$ cat src/rtl/gpio_bank_pkg.sv
package gpio_bank_pkg;
  localparam int PINS_PER_PORT = 8;
  localparam int MAX_PORTS     = 7;
  localparam int PORT_STRIDE   = 'h30;
  localparam int OFF_W         = 6;

  localparam logic [OFF_W-1:0] OFF_DIN  = 6'h04;
  localparam logic [OFF_W-1:0] OFF_DOUT = 6'h08;
  localparam logic [OFF_W-1:0] OFF_MODE = 6'h0C;
  localparam logic [OFF_W-1:0] OFF_PULL = 6'h10;
  localparam logic [OFF_W-1:0] OFF_EVT  = 6'h14;
  localparam logic [OFF_W-1:0] OFF_IEN  = 6'h18;
  localparam logic [OFF_W-1:0] OFF_FRC  = 6'h1C;
  localparam logic [OFF_W-1:0] OFF_EDGE = 6'h20;

  typedef enum logic [1:0] {
    DRV_INPUT = 2'b00,
    DRV_PUSH  = 2'b01,
    DRV_SINK  = 2'b10,
    DRV_SRC   = 2'b11
  } drive_mode_e;
endpackage

$ cat src/rtl/gpio_sync.sv
module gpio_sync #(
  parameter int WIDTH = 8
) (
  input  logic             clk_i,
  input  logic             rst_ni,
  input  logic [WIDTH-1:0] async_i,
  output logic [WIDTH-1:0] sync_o
);
  logic [WIDTH-1:0] stage1_q, stage2_q;

  always_ff @(posedge clk_i or negedge rst_ni) begin
    if (!rst_ni) begin
      stage1_q <= '0;
      stage2_q <= '0;
    end else begin
      stage1_q <= async_i;
      stage2_q <= stage1_q;
    end
  end

  assign sync_o = stage2_q;
endmodule

$ cat src/rtl/gpio_pad_drive.sv
module gpio_pad_drive
  import gpio_bank_pkg::*;
(
  input  logic [1:0] mode_i,
  input  logic       dout_i,
  input  logic       pu_dis_i,
  output logic       pad_out_o,
  output logic       pad_oe_o,
  output logic       pad_pu_en_o
);
  drive_mode_e mode;
  assign mode = drive_mode_e'(mode_i);

  always_comb begin
    case (mode)
      DRV_PUSH: pad_oe_o = 1'b1;
      DRV_SINK: pad_oe_o = ~dout_i;
      DRV_SRC:  pad_oe_o = dout_i;
      default:  pad_oe_o = 1'b0;
    endcase
  end

  assign pad_out_o   = dout_i;
  assign pad_pu_en_o = ~pu_dis_i;
endmodule

$ cat src/rtl/gpio_port_regs.sv
module gpio_port_regs
  import gpio_bank_pkg::*;
(
  input  logic                     clk_i,
  input  logic                     rst_ni,
  input  logic                     cap_en_i,
  input  logic                     wr_i,
  input  logic [OFF_W-1:0]         off_i,
  input  logic [15:0]              wdata_i,
  output logic [31:0]              rdata_o,
  input  logic [PINS_PER_PORT-1:0] pin_sync_i,
  output logic [PINS_PER_PORT-1:0] dout_o,
  output logic [2*PINS_PER_PORT-1:0] mode_o,
  output logic [PINS_PER_PORT-1:0] pu_dis_o,
  output logic [PINS_PER_PORT-1:0] evt_o,
  output logic                     irq_o
);
  localparam int N = PINS_PER_PORT;

  logic [N-1:0]   dout_q, pull_q, evt_q, ien_q, frc_q, edge_q, prev_q;
  logic [2*N-1:0] mode_q;
  logic [N-1:0]   hit, set_mask, clr_mask;

  always_ff @(posedge clk_i or negedge rst_ni) begin
    if (!rst_ni) begin
      dout_q <= '0;
      mode_q <= '0;
      pull_q <= '0;
      ien_q  <= '0;
      frc_q  <= '0;
      edge_q <= '0;
    end else if (wr_i) begin
      case (off_i)
        OFF_DOUT: dout_q <= wdata_i[N-1:0];
        OFF_MODE: mode_q <= wdata_i[2*N-1:0];
        OFF_PULL: pull_q <= wdata_i[N-1:0];
        OFF_IEN:  ien_q  <= wdata_i[N-1:0];
        OFF_FRC:  frc_q  <= wdata_i[N-1:0];
        OFF_EDGE: edge_q <= wdata_i[N-1:0];
        default: ;
      endcase
    end
  end

  // prev tracks the pin even when capture is off, so stale edges are dropped
  always_ff @(posedge clk_i or negedge rst_ni) begin
    if (!rst_ni) prev_q <= '0;
    else         prev_q <= pin_sync_i;
  end

  assign hit      = (pin_sync_i & ~prev_q & edge_q) | (~pin_sync_i & prev_q & ~edge_q);
  assign set_mask = cap_en_i ? (hit | frc_q) : '0;
  assign clr_mask = (wr_i && off_i == OFF_EVT) ? wdata_i[N-1:0] : '0;

  // set has priority over a same-cycle clear
  always_ff @(posedge clk_i or negedge rst_ni) begin
    if (!rst_ni) evt_q <= '0;
    else         evt_q <= (evt_q & ~clr_mask) | set_mask;
  end

  always_comb begin
    rdata_o = '0;
    case (off_i)
      OFF_DIN:  rdata_o[N-1:0]   = pin_sync_i;
      OFF_DOUT: rdata_o[N-1:0]   = dout_q;
      OFF_MODE: rdata_o[2*N-1:0] = mode_q;
      OFF_PULL: rdata_o[N-1:0]   = pull_q;
      OFF_EVT:  rdata_o[N-1:0]   = evt_q;
      OFF_IEN:  rdata_o[N-1:0]   = ien_q;
      OFF_FRC:  rdata_o[N-1:0]   = frc_q;
      OFF_EDGE: rdata_o[N-1:0]   = edge_q;
      default: ;
    endcase
  end

  assign dout_o   = dout_q;
  assign mode_o   = mode_q;
  assign pu_dis_o = pull_q;
  assign evt_o    = evt_q;
  assign irq_o    = |(evt_q & ien_q);
endmodule

$ cat src/rtl/gpio_bank.sv
module gpio_bank
  import gpio_bank_pkg::*;
#(
  parameter int          NUM_PORTS  = 7,
  parameter int          ADDR_W     = 9,
  parameter logic [6:0]  VERSION_ID = 7'h01
) (
  input  logic                          clk_i,
  input  logic                          rst_ni,
  input  logic [ADDR_W-1:0]             bus_addr_i,
  input  logic                          bus_wr_i,
  input  logic [31:0]                   bus_wdata_i,
  output logic [31:0]                   bus_rdata_o,
  input  logic [NUM_PORTS*8-1:0]        pad_in_i,
  output logic [NUM_PORTS*8-1:0]        pad_out_o,
  output logic [NUM_PORTS*8-1:0]        pad_oe_o,
  output logic [NUM_PORTS*8-1:0]        pad_pu_en_o,
  output logic [NUM_PORTS-1:0]          irq_o
);
  localparam int NPINS = NUM_PORTS * PINS_PER_PORT;

  logic [1:0]           ctrl_q;
  logic                 ctrl_sel;
  logic [31:0]          ctrl_rd;
  logic [NPINS-1:0]     pin_sync;
  logic [NPINS-1:0]     dout_all, pu_dis_all, evt_all;
  logic [2*NPINS-1:0]   mode_all;
  logic [NUM_PORTS-1:0] port_sel;
  logic [31:0]          port_rd [NUM_PORTS];
  logic                 unused_wdata;

  assign unused_wdata = ^bus_wdata_i[31:16];

  assign ctrl_sel = (bus_addr_i == '0);

  always_ff @(posedge clk_i or negedge rst_ni) begin
    if (!rst_ni)                    ctrl_q <= '0;
    else if (bus_wr_i && ctrl_sel)  ctrl_q <= bus_wdata_i[1:0];
  end

  assign ctrl_rd = {16'h0, 7'(NUM_PORTS), VERSION_ID, ctrl_q};

  gpio_sync #(.WIDTH(NPINS)) u_sync (
    .clk_i   (clk_i),
    .rst_ni  (rst_ni),
    .async_i (pad_in_i),
    .sync_o  (pin_sync)
  );

  for (genvar p = 0; p < NUM_PORTS; p++) begin : g_port
    localparam int BASE = p * PORT_STRIDE;
    localparam int LO   = p * PINS_PER_PORT;
    logic [OFF_W-1:0] off;

    assign port_sel[p] = (int'(bus_addr_i) >= BASE) && (int'(bus_addr_i) < BASE + PORT_STRIDE);
    assign off         = OFF_W'(bus_addr_i - ADDR_W'(BASE));

    gpio_port_regs u_port (
      .clk_i      (clk_i),
      .rst_ni     (rst_ni),
      .cap_en_i   (ctrl_q[0]),
      .wr_i       (bus_wr_i && port_sel[p]),
      .off_i      (off),
      .wdata_i    (bus_wdata_i[15:0]),
      .rdata_o    (port_rd[p]),
      .pin_sync_i (pin_sync[LO +: PINS_PER_PORT]),
      .dout_o     (dout_all[LO +: PINS_PER_PORT]),
      .mode_o     (mode_all[2*LO +: 2*PINS_PER_PORT]),
      .pu_dis_o   (pu_dis_all[LO +: PINS_PER_PORT]),
      .evt_o      (evt_all[LO +: PINS_PER_PORT]),
      .irq_o      (irq_o[p])
    );
  end

  for (genvar i = 0; i < NPINS; i++) begin : g_pad
    gpio_pad_drive u_drv (
      .mode_i      (mode_all[2*i +: 2]),
      .dout_i      (dout_all[i]),
      .pu_dis_i    (pu_dis_all[i]),
      .pad_out_o   (pad_out_o[i]),
      .pad_oe_o    (pad_oe_o[i]),
      .pad_pu_en_o (pad_pu_en_o[i])
    );
  end

  always_comb begin
    bus_rdata_o = ctrl_sel ? ctrl_rd : 32'h0;
    for (int p = 0; p < NUM_PORTS; p++) begin
      if (port_sel[p]) bus_rdata_o = bus_rdata_o | port_rd[p];
    end
  end
endmodule

$ cat config.mk
export PLATFORM = sky130hd
export DESIGN_NAME = gpio_bank
export DESIGN_NICKNAME = d
export VERILOG_FILES = /design/src/rtl/gpio_bank_pkg.sv /design/src/rtl/gpio_sync.sv /design/src/rtl/gpio_pad_drive.sv /design/src/rtl/gpio_port_regs.sv /design/src/rtl/gpio_bank.sv
export SDC_FILE = /design/constraint.sdc
export NUM_CORES = 1
export LEC_CHECK = 0
export ABC_CLOCK_PERIOD_IN_PS = 1850
export BUFFER_PORTS_ARGS = -buffer_cell sky130_fd_sc_hd__buf_2
export CELL_PAD_IN_SITES_DETAIL_PLACEMENT = 1
export CELL_PAD_IN_SITES_GLOBAL_PLACEMENT = 1
export CORE_AREA = 2 2 266 268
export CTS_BUF_LIST = sky130_fd_sc_hd__clkbuf_16
export CTS_CLUSTER_SIZE = 30
export DETAILED_ROUTE_END_ITERATION = 10
export DIE_AREA = 0 0 268 270
export HOLD_SLACK_MARGIN = 0.06
export PLACE_DENSITY = 0.8
export SYNTH_ARGS = -nofsm -noshare
export SYNTH_HDL_FRONTEND = slang
export SYNTH_SLANG_ARGS = --single-unit
$ cat constraint.sdc
create_clock -name clk_i -period 1.85 [get_ports clk_i]
set_input_delay 0.185 -clock clk_i [delete_from_list [all_inputs] [get_ports clk_i]]
set_output_delay 0.185 -clock clk_i [all_outputs]
set_load 0.005 [all_outputs]
==> results.cfg, run 1 <==
[global_route]
grt_max_degree = 69
grt.overflow.total = 0
grt_pass1_wl_um = 198000
track_usage_pct = 37.7
antenna_found_initial = 4
grt_pass1_vias = 29300

[routing]
routed_wl_um = 139000
postRouteAntennaNets = 0
routedWlPerCell_um = 30.7
drtIter0Drc = 2913
first_pass_iters = 8
drc = 0
vias = 26900
viasPerCell = 5.95

[layout]
antenna_cells = 0
stdcell_count = 4515
area_growth_pct = 41.7
nNetsFinal = 3624
drive_gt1_share_pct = 46.2
fill_cells = 7257

[synth]
ys_seq_elements = 618
yosysUniqueCellTypes = 76
synth_edf_count = 0
netlist_area_um2 = 29000
ys.flop_type = dfrtp_1
synth_cells = 2675
yosysSeqAreaShare_pct = 53.3
yosysWarnings = 0
avgSynthCellArea_um2 = 10.8
synthArstFlopShare_pct = 100

[placement]
gp_congestion = 1.01
dp_cells = 4276
dpl.hpwl_um = 96400
place.port_buffers = 274

[die]
die_area_um2 = 72400
die_y_um = 270
core_area_um2 = 69500
num_io_pins = 307
rows = 97
start_util_pct = 41.7
die_w_um = 268

[worst_setup_path]
max_stage_delay_ns = 0.51
path_max_fanout = 4
cp_common_cell = a2111oi_4
r2r-start = u_sync.sync_o[45]
crit_slowest_cell = a2111oi_4
cp_top_family = compound AO/OA/AOI/OAI gates
path_buf_inv = 1
path_class = register to primary output
crit_arrival_ns = 2.83
cp-start-kind = register
cp-end-kind = primary output
critPathRequiredTime_ns = 1.66
critical_path.cell_chain = and3_1, a2111oi_4, nand3_2, a2111oi_4, nand4_1, buf_2
crit_path_start = u_sync.sync_o[31]

[cts]
cts_max_level = 3
root_buffer = clkbuf_16
cts_made_buffers = 71
cts_sinks = 618
clk_latency_ns = 0.64
cts_tree = done
clk_pin_slew_ns = 0.06
clock_path_buffers = 3

[timing]
fin_skew_ns = 0.0359
fin_crit_ns = 3.02
clock.fmax_mhz = 331
hold_ws_ns = 0.0834
slew_headroom_pct = 58.9
worstMarginPinSlew_ns = 0.616
fin_ws_ns = -1.17
drv_slew = 0
setup_tns_ns = -12.38
rsz0062_at_grt = true
hold_viol_final = 0
finalCritPeriodShare_pct = 163
setup_violations = 36

[status]
violations = negative setup slack
status = finished, violations left

[hold_path]
worstHoldPathType = input pin to register
hp-start = bus_wdata_i[6]

[pwr]
p_per_area_nw_per_um2 = 770
ir_drop_v = 0.000808
p_leak_uw = 0.0193

[run]
drv_cap = 0
-- worst paths after layout --
kind,to,slack [ns],cells after the start
hold reg to reg,u_sync.sync_o[10],0.35,0
setup / recovery,bus_rdata_o[7],-1.17,6
setup reg to reg,g_port[5].u_port.evt_o[5],0.30,5
min in group asynchronous,g_port[5].u_port.ien_q[2],0.13,2
hold / removal,g_port[6].u_port.pu_dis_o[6],0.08,4
max in group asynchronous,g_port[0].u_port.evt_o[1],0.86,3
-- worst register-to-register path, stage by stage, from the launching register on --
cell	delay [ns]
dfrtp_1	0.41
buf_4	0.14
buf_4	0.13
and3b_1	0.15
or3_1	0.36
a22o_1	0.25
-- power breakdown --
group          total [uW]  leakage [uW]  switching [uW]  internal (uW)
Sequential          14400       0.00782             459          14000
Clock               14000       0.00115            5990           8000
Combinational        3220        0.0104            1790           1430
-- cells in the final DEF, fill, tap and decap left out, drive strengths merged, types with 69 or more instances in the layout --
cell,netlist,routed
mux2,206,206
dfrtp,618,618
buf,260,1027
clkbuf,74,73
inv,65,77
nand2,343,343
nand2b,97,97
a22oi,86,86
o21ai,320,320
nor2,69,69
mux2i,69,69
-- state kept, by name, indices dropped and copies added (netlist names) --
| name | count |
|---|---|
| g_port.u_port.pu_dis_o | 56 |
| g_port.u_port.ien_q | 56 |
| g_port.u_port.prev_q | 56 |
| g_port.u_port.edge_q | 56 |
| g_port.u_port.frc_q | 56 |
| u_sync.sync_o | 56 |
| g_port.u_port.evt_o | 56 |
| g_port.u_port.dout_o | 56 |
| ctrl_q | 2 |
| g_port.u_port.mode_o | 112 |
| u_sync.stage1_q | 56 |
-- cells in the mapped netlist (all sizes together) (6+ instances only) --
library cell	number	area (um^2)
a2111oi	13	133
and3b	14	123
nor3b	17	133
o2bb2ai	12	105
nand2b	97	607
dfrtp	618	15500
a222oi	12	120
buf	260	1870
xnor2	57	499
clkbuf	74	278
and3	22	138
or3	16	100
nand2	343	1320
a22oi	86	646
or4	6	45.0
o21ai	320	1600
nand3	37	185
nor3	16	131
a22o	47	412
a31oi	13	81.3
o31ai	13	97.6
mux2i	69	691
and2	8	50.1
nand3b	39	293
inv	65	244
a21oi	15	78.8
mux2	206	2320
a221oi	18	158
nand4	15	93.8
nor2	69	339
o22ai	18	113
-- per-layer routing --
metal	wire, um	track usage, %	vias to the layer above
li1	-	-	10900
met1	53400	47.4	13800
met2	64600	59.9	1606
met3	11500	7.03	512
met4	9230	23.4	2
met5	13	0	-
-- logic make-up after synthesis --
| family | Yosys count | share of synthesized area [%] |
|---|---|---|
| XOR/XNOR | 58 | 1.75 |
| other | 1 | 0.0129 |
| AND/OR/NAND/NOR | 720 | 12.9 |
| AO/OA/AOI/OAI | 603 | 13.3 |
| flip-flops | 618 | 53.3 |
| buffers and inverters | 399 | 8.24 |
| multiplexers | 276 | 10.5 |
-- area by class of cell --
cell class / instances / area, um^2 / share of cell area, %
Clock buffer: 73 / 1830 / 4.45
Clock inverter: 51 / 423 / 1.03
Inverter: 65 / 244 / 0.594
Multi-Input combinational cell: 1673 / 13100 / 31.9
Sequential cell: 618 / 15500 / 37.7
Tap cell: 940 / 1180 / 2.86
Timing Repair Buffer: 1095 / 8810 / 21.4
-- through the flow --
| stage | instance area, um^2 | setup WS (ns) | power (uW) | util, % |
|---|---|---|---|---|
| 2_1_floorplan | 29400 | -0.0759 | 15600 | - |
| 3_3_place_gp | 35600 | -1.26 | 17200 | 51.2 |
| 3_5_place_dp | 35600 | -1.30 | 17300 | 51.2 |
| 4_1_cts | 40100 | -1.15 | 31400 | 57.6 |
| 5_1_grt | 41100 | -1.17 | 32500 | 59.1 |
| 6_report | 41100 | -1.17 | 31600 | 59.1 |
-- repair_timing --
action | 4_1_cts | 5_1_grt
hold buffers | 68 | 0
setup endpoints to repair | 58 | 76
hold endpoints to repair | 706 | 0
pin swaps | 95 | 86
gates resized for setup | 270 | 151
setup buffers | 42 | 38
(Power assumes the default switching activity.)
==> inputs of run 2 (changes only) <==
--- a/config.mk
+++ b/config.mk
@@ -5,17 +5,17 @@
 export SDC_FILE = /design/constraint.sdc
 export NUM_CORES = 1
 export LEC_CHECK = 0
-export ABC_CLOCK_PERIOD_IN_PS = 1850
+export ABC_CLOCK_PERIOD_IN_PS = 2900
 export BUFFER_PORTS_ARGS = -buffer_cell sky130_fd_sc_hd__buf_2
 export CELL_PAD_IN_SITES_DETAIL_PLACEMENT = 1
 export CELL_PAD_IN_SITES_GLOBAL_PLACEMENT = 1
-export CORE_AREA = 2 2 266 268
+export CORE_AREA = 2 2 252 254
 export CTS_BUF_LIST = sky130_fd_sc_hd__clkbuf_16
 export CTS_CLUSTER_SIZE = 30
 export DETAILED_ROUTE_END_ITERATION = 10
-export DIE_AREA = 0 0 268 270
+export DIE_AREA = 0 0 254 256
 export HOLD_SLACK_MARGIN = 0.06
-export PLACE_DENSITY = 0.8
+export PLACE_DENSITY = 0.84
 export SYNTH_ARGS = -nofsm -noshare
 export SYNTH_HDL_FRONTEND = slang
 export SYNTH_SLANG_ARGS = --single-unit
==> constraint.sdc (replaced) <==
create_clock -name clk_i -period 2.9 [get_ports clk_i]
set_input_delay 0.29 -clock clk_i [delete_from_list [all_inputs] [get_ports clk_i]]
set_output_delay 0.29 -clock clk_i [all_outputs]
set_load 0.005 [all_outputs]
==> results.cfg, run 2 (synthesis results as in run 1) <==
[cts]
clk_pin_slew_ns = 0.06
cts_max_level = 3
cts_tree = done
clock_path_buffers = 3
cts_sinks = 618
root_buffer = clkbuf_16
clk_latency_ns = 0.63
cts_made_buffers = 68

[pwr]
p_comb_share_pct = 7.8
sequentialPowerShare_pct = 47.5
power.switching_uw = 4880
p_per_area_nw_per_um2 = 550
p_clk_share_pct = 44.7
ir_drop_v = 0.000530
p_total_uw = 19400
p_leak_uw = 0.0163
internal_power_uw = 14500
p_sw_share_pct = 25.2

[hold_path]
worstHoldPathType = input pin to register
hp-start = bus_wdata_i[14]

[status]
violations = negative setup slack
status = finished, violations left

[routing]
first_pass_iters = 7
postRouteAntennaNets = 0
vias = 24500
viasPerCell = 6.17
routedWlPerCell_um = 29.8
drtIter0Drc = 2268
drc = 0
routed_wl_um = 118000

[layout]
area_growth_pct = 21.6
drive_gt1_share_pct = 31.9
nNetsFinal = 3163
most-common-layout-cells = 615 x dfrtp_1, 332 x nand2_1, 312 x o21ai_0, 274 x buf_4, 263 x buf_2
stdcell_count = 3967
seqCellArea_um2 = 15500
multiInputGateArea_um2 = 11600
layout_commonest_cell = dfrtp_1
fill_cells = 6610
largest_reg_flops = 112

[timing]
setup_violations = 7
drv_slew = 0
fin_crit_ns = 3.04
fin_skew_ns = 0.0318
hold_ws_ns = 0.0893
finalCritPeriodShare_pct = 105
setup_tns_ns = -0.476
fin_ws_ns = -0.140
rsz0062_at_grt = true
worstMarginPinSlew_ns = 0.932
hold_viol_final = 0
slew_headroom_pct = 37.9
clock.fmax_mhz = 329

[worst_setup_path]
rr_worst_depth = 3
crit_path_start = u_sync.sync_o[54]
critical_path.cell_chain = mux2i_1, o2bb2ai_1, o31ai_1, buf_4, o221ai_1, or4_4, buf_6
path_buf_inv = 2
cp-end-kind = primary output
crit_end = bus_rdata_o[6]
critPathRequiredTime_ns = 2.61
cp_top_family = compound AO/OA/AOI/OAI gates
r2r-start = ctrl_q[0]
critical_path_depth = 7
crit_slowest_cell = or4_4
path_max_fanout = 4
max_stage_delay_ns = 0.54
path_class = register to primary output
reg2reg_to = g_port[0].u_port.evt_o[7]
crit_arrival_ns = 2.75
cp-start-kind = register
reg2reg_setup_slack_ns = 1.19

[placement]
dpl.hpwl_um = 83900
place.port_buffers = 274
gp_congestion = 1.01
dp_cells = 3757

[global_route]
grt_pass1_wl_um = 173000
grt_pass1_vias = 26000
grt_max_degree = 90
grt.overflow.total = 0
track_usage_pct = 36.2
antenna_found_initial = 7

[die]
rows = 92
die_w_um = 254
die_y_um = 256
start_util_pct = 46.5
core_area_um2 = 62400
die_area_um2 = 65000
num_io_pins = 307

[run]
drv_cap = 0
[run 2: cell count changes in the layout (fill, tap and decap cells not counted), sizes merged]
cell,delta
clkinv,+1
bufinv,+1
diode,+4
clkinvlp,-1
dlygate4sd3,-6
buf,-454
inv,+2
clkbuf,-1
[run 2: power by group through the flow]
stage	Combinational (uW)	Sequential [uW]	Clock (uW)
4_1_cts	1450	9200	8760
2_1_floorplan	695	9210	0
6_report	1510	9220	8680
3_3_place_gp	1300	9320	0
3_5_place_dp	1350	9350	0
5_1_grt	1590	9230	9090
[run 2: how the worst min path moves through the flow]
| stage | cells past startpoint | endpoint | slack, ns |
|---|---|---|---|
| after CTS | 2 | g_port[1].u_port.mode_o[14] | 0.07 |
| after detailed placement | 0 | u_sync.sync_o[40] | 0.34 |
| final | 2 | g_port[3].u_port.mode_o[14] | 0.09 |
| after floorplan | 0 | ctrl_q[0] | -0.006 |
| after global routing | 2 | g_port[1].u_port.mode_o[14] | 0.09 |
| after global placement | 0 | u_sync.sync_o[12] | 0.33 |
[run 2: cell type report]
cell class	instances	share of cell area (%)
inverter	65	0.692
tap	846	3.00
clock buffer	70	4.97
clock inverter	54	1.29
antenna	4	0.0284
sequential	618	43.9
timing repair buffer	637	13.1
multi-input combinational	1673	33.0
[run 2: per-stage QoR]
step	instance area (um^2)	setup WS [ns]	util [%]
final	35300	-0.140	56.5
after global routing	35200	-0.197	56.5
after CTS	34900	-0.132	55.9
after detailed placement	31800	-0.609	50.9
after global placement	31800	-0.442	50.9
after floorplan	29100	0.652	-
[run 2: timing repair]
action	4_1_cts	5_1_grt
setup buffers	6	15
pin swaps	19	23
setup endpoints to repair	8	8
hold endpoints to repair	147	0
hold buffers	62	0
gates resized for setup	54	49
[run 2: layer usage]
metal / part of all wire [%] / track usage, % / vias up
li1: - / - / 10000
met1: 39 / 47.0 / 12700
met2: 46 / 57.3 / 1367
met3: 8.8 / 7.51 / 363
met4: 5.5 / 18.5 / 6
met5: 0.031 / 0 / -
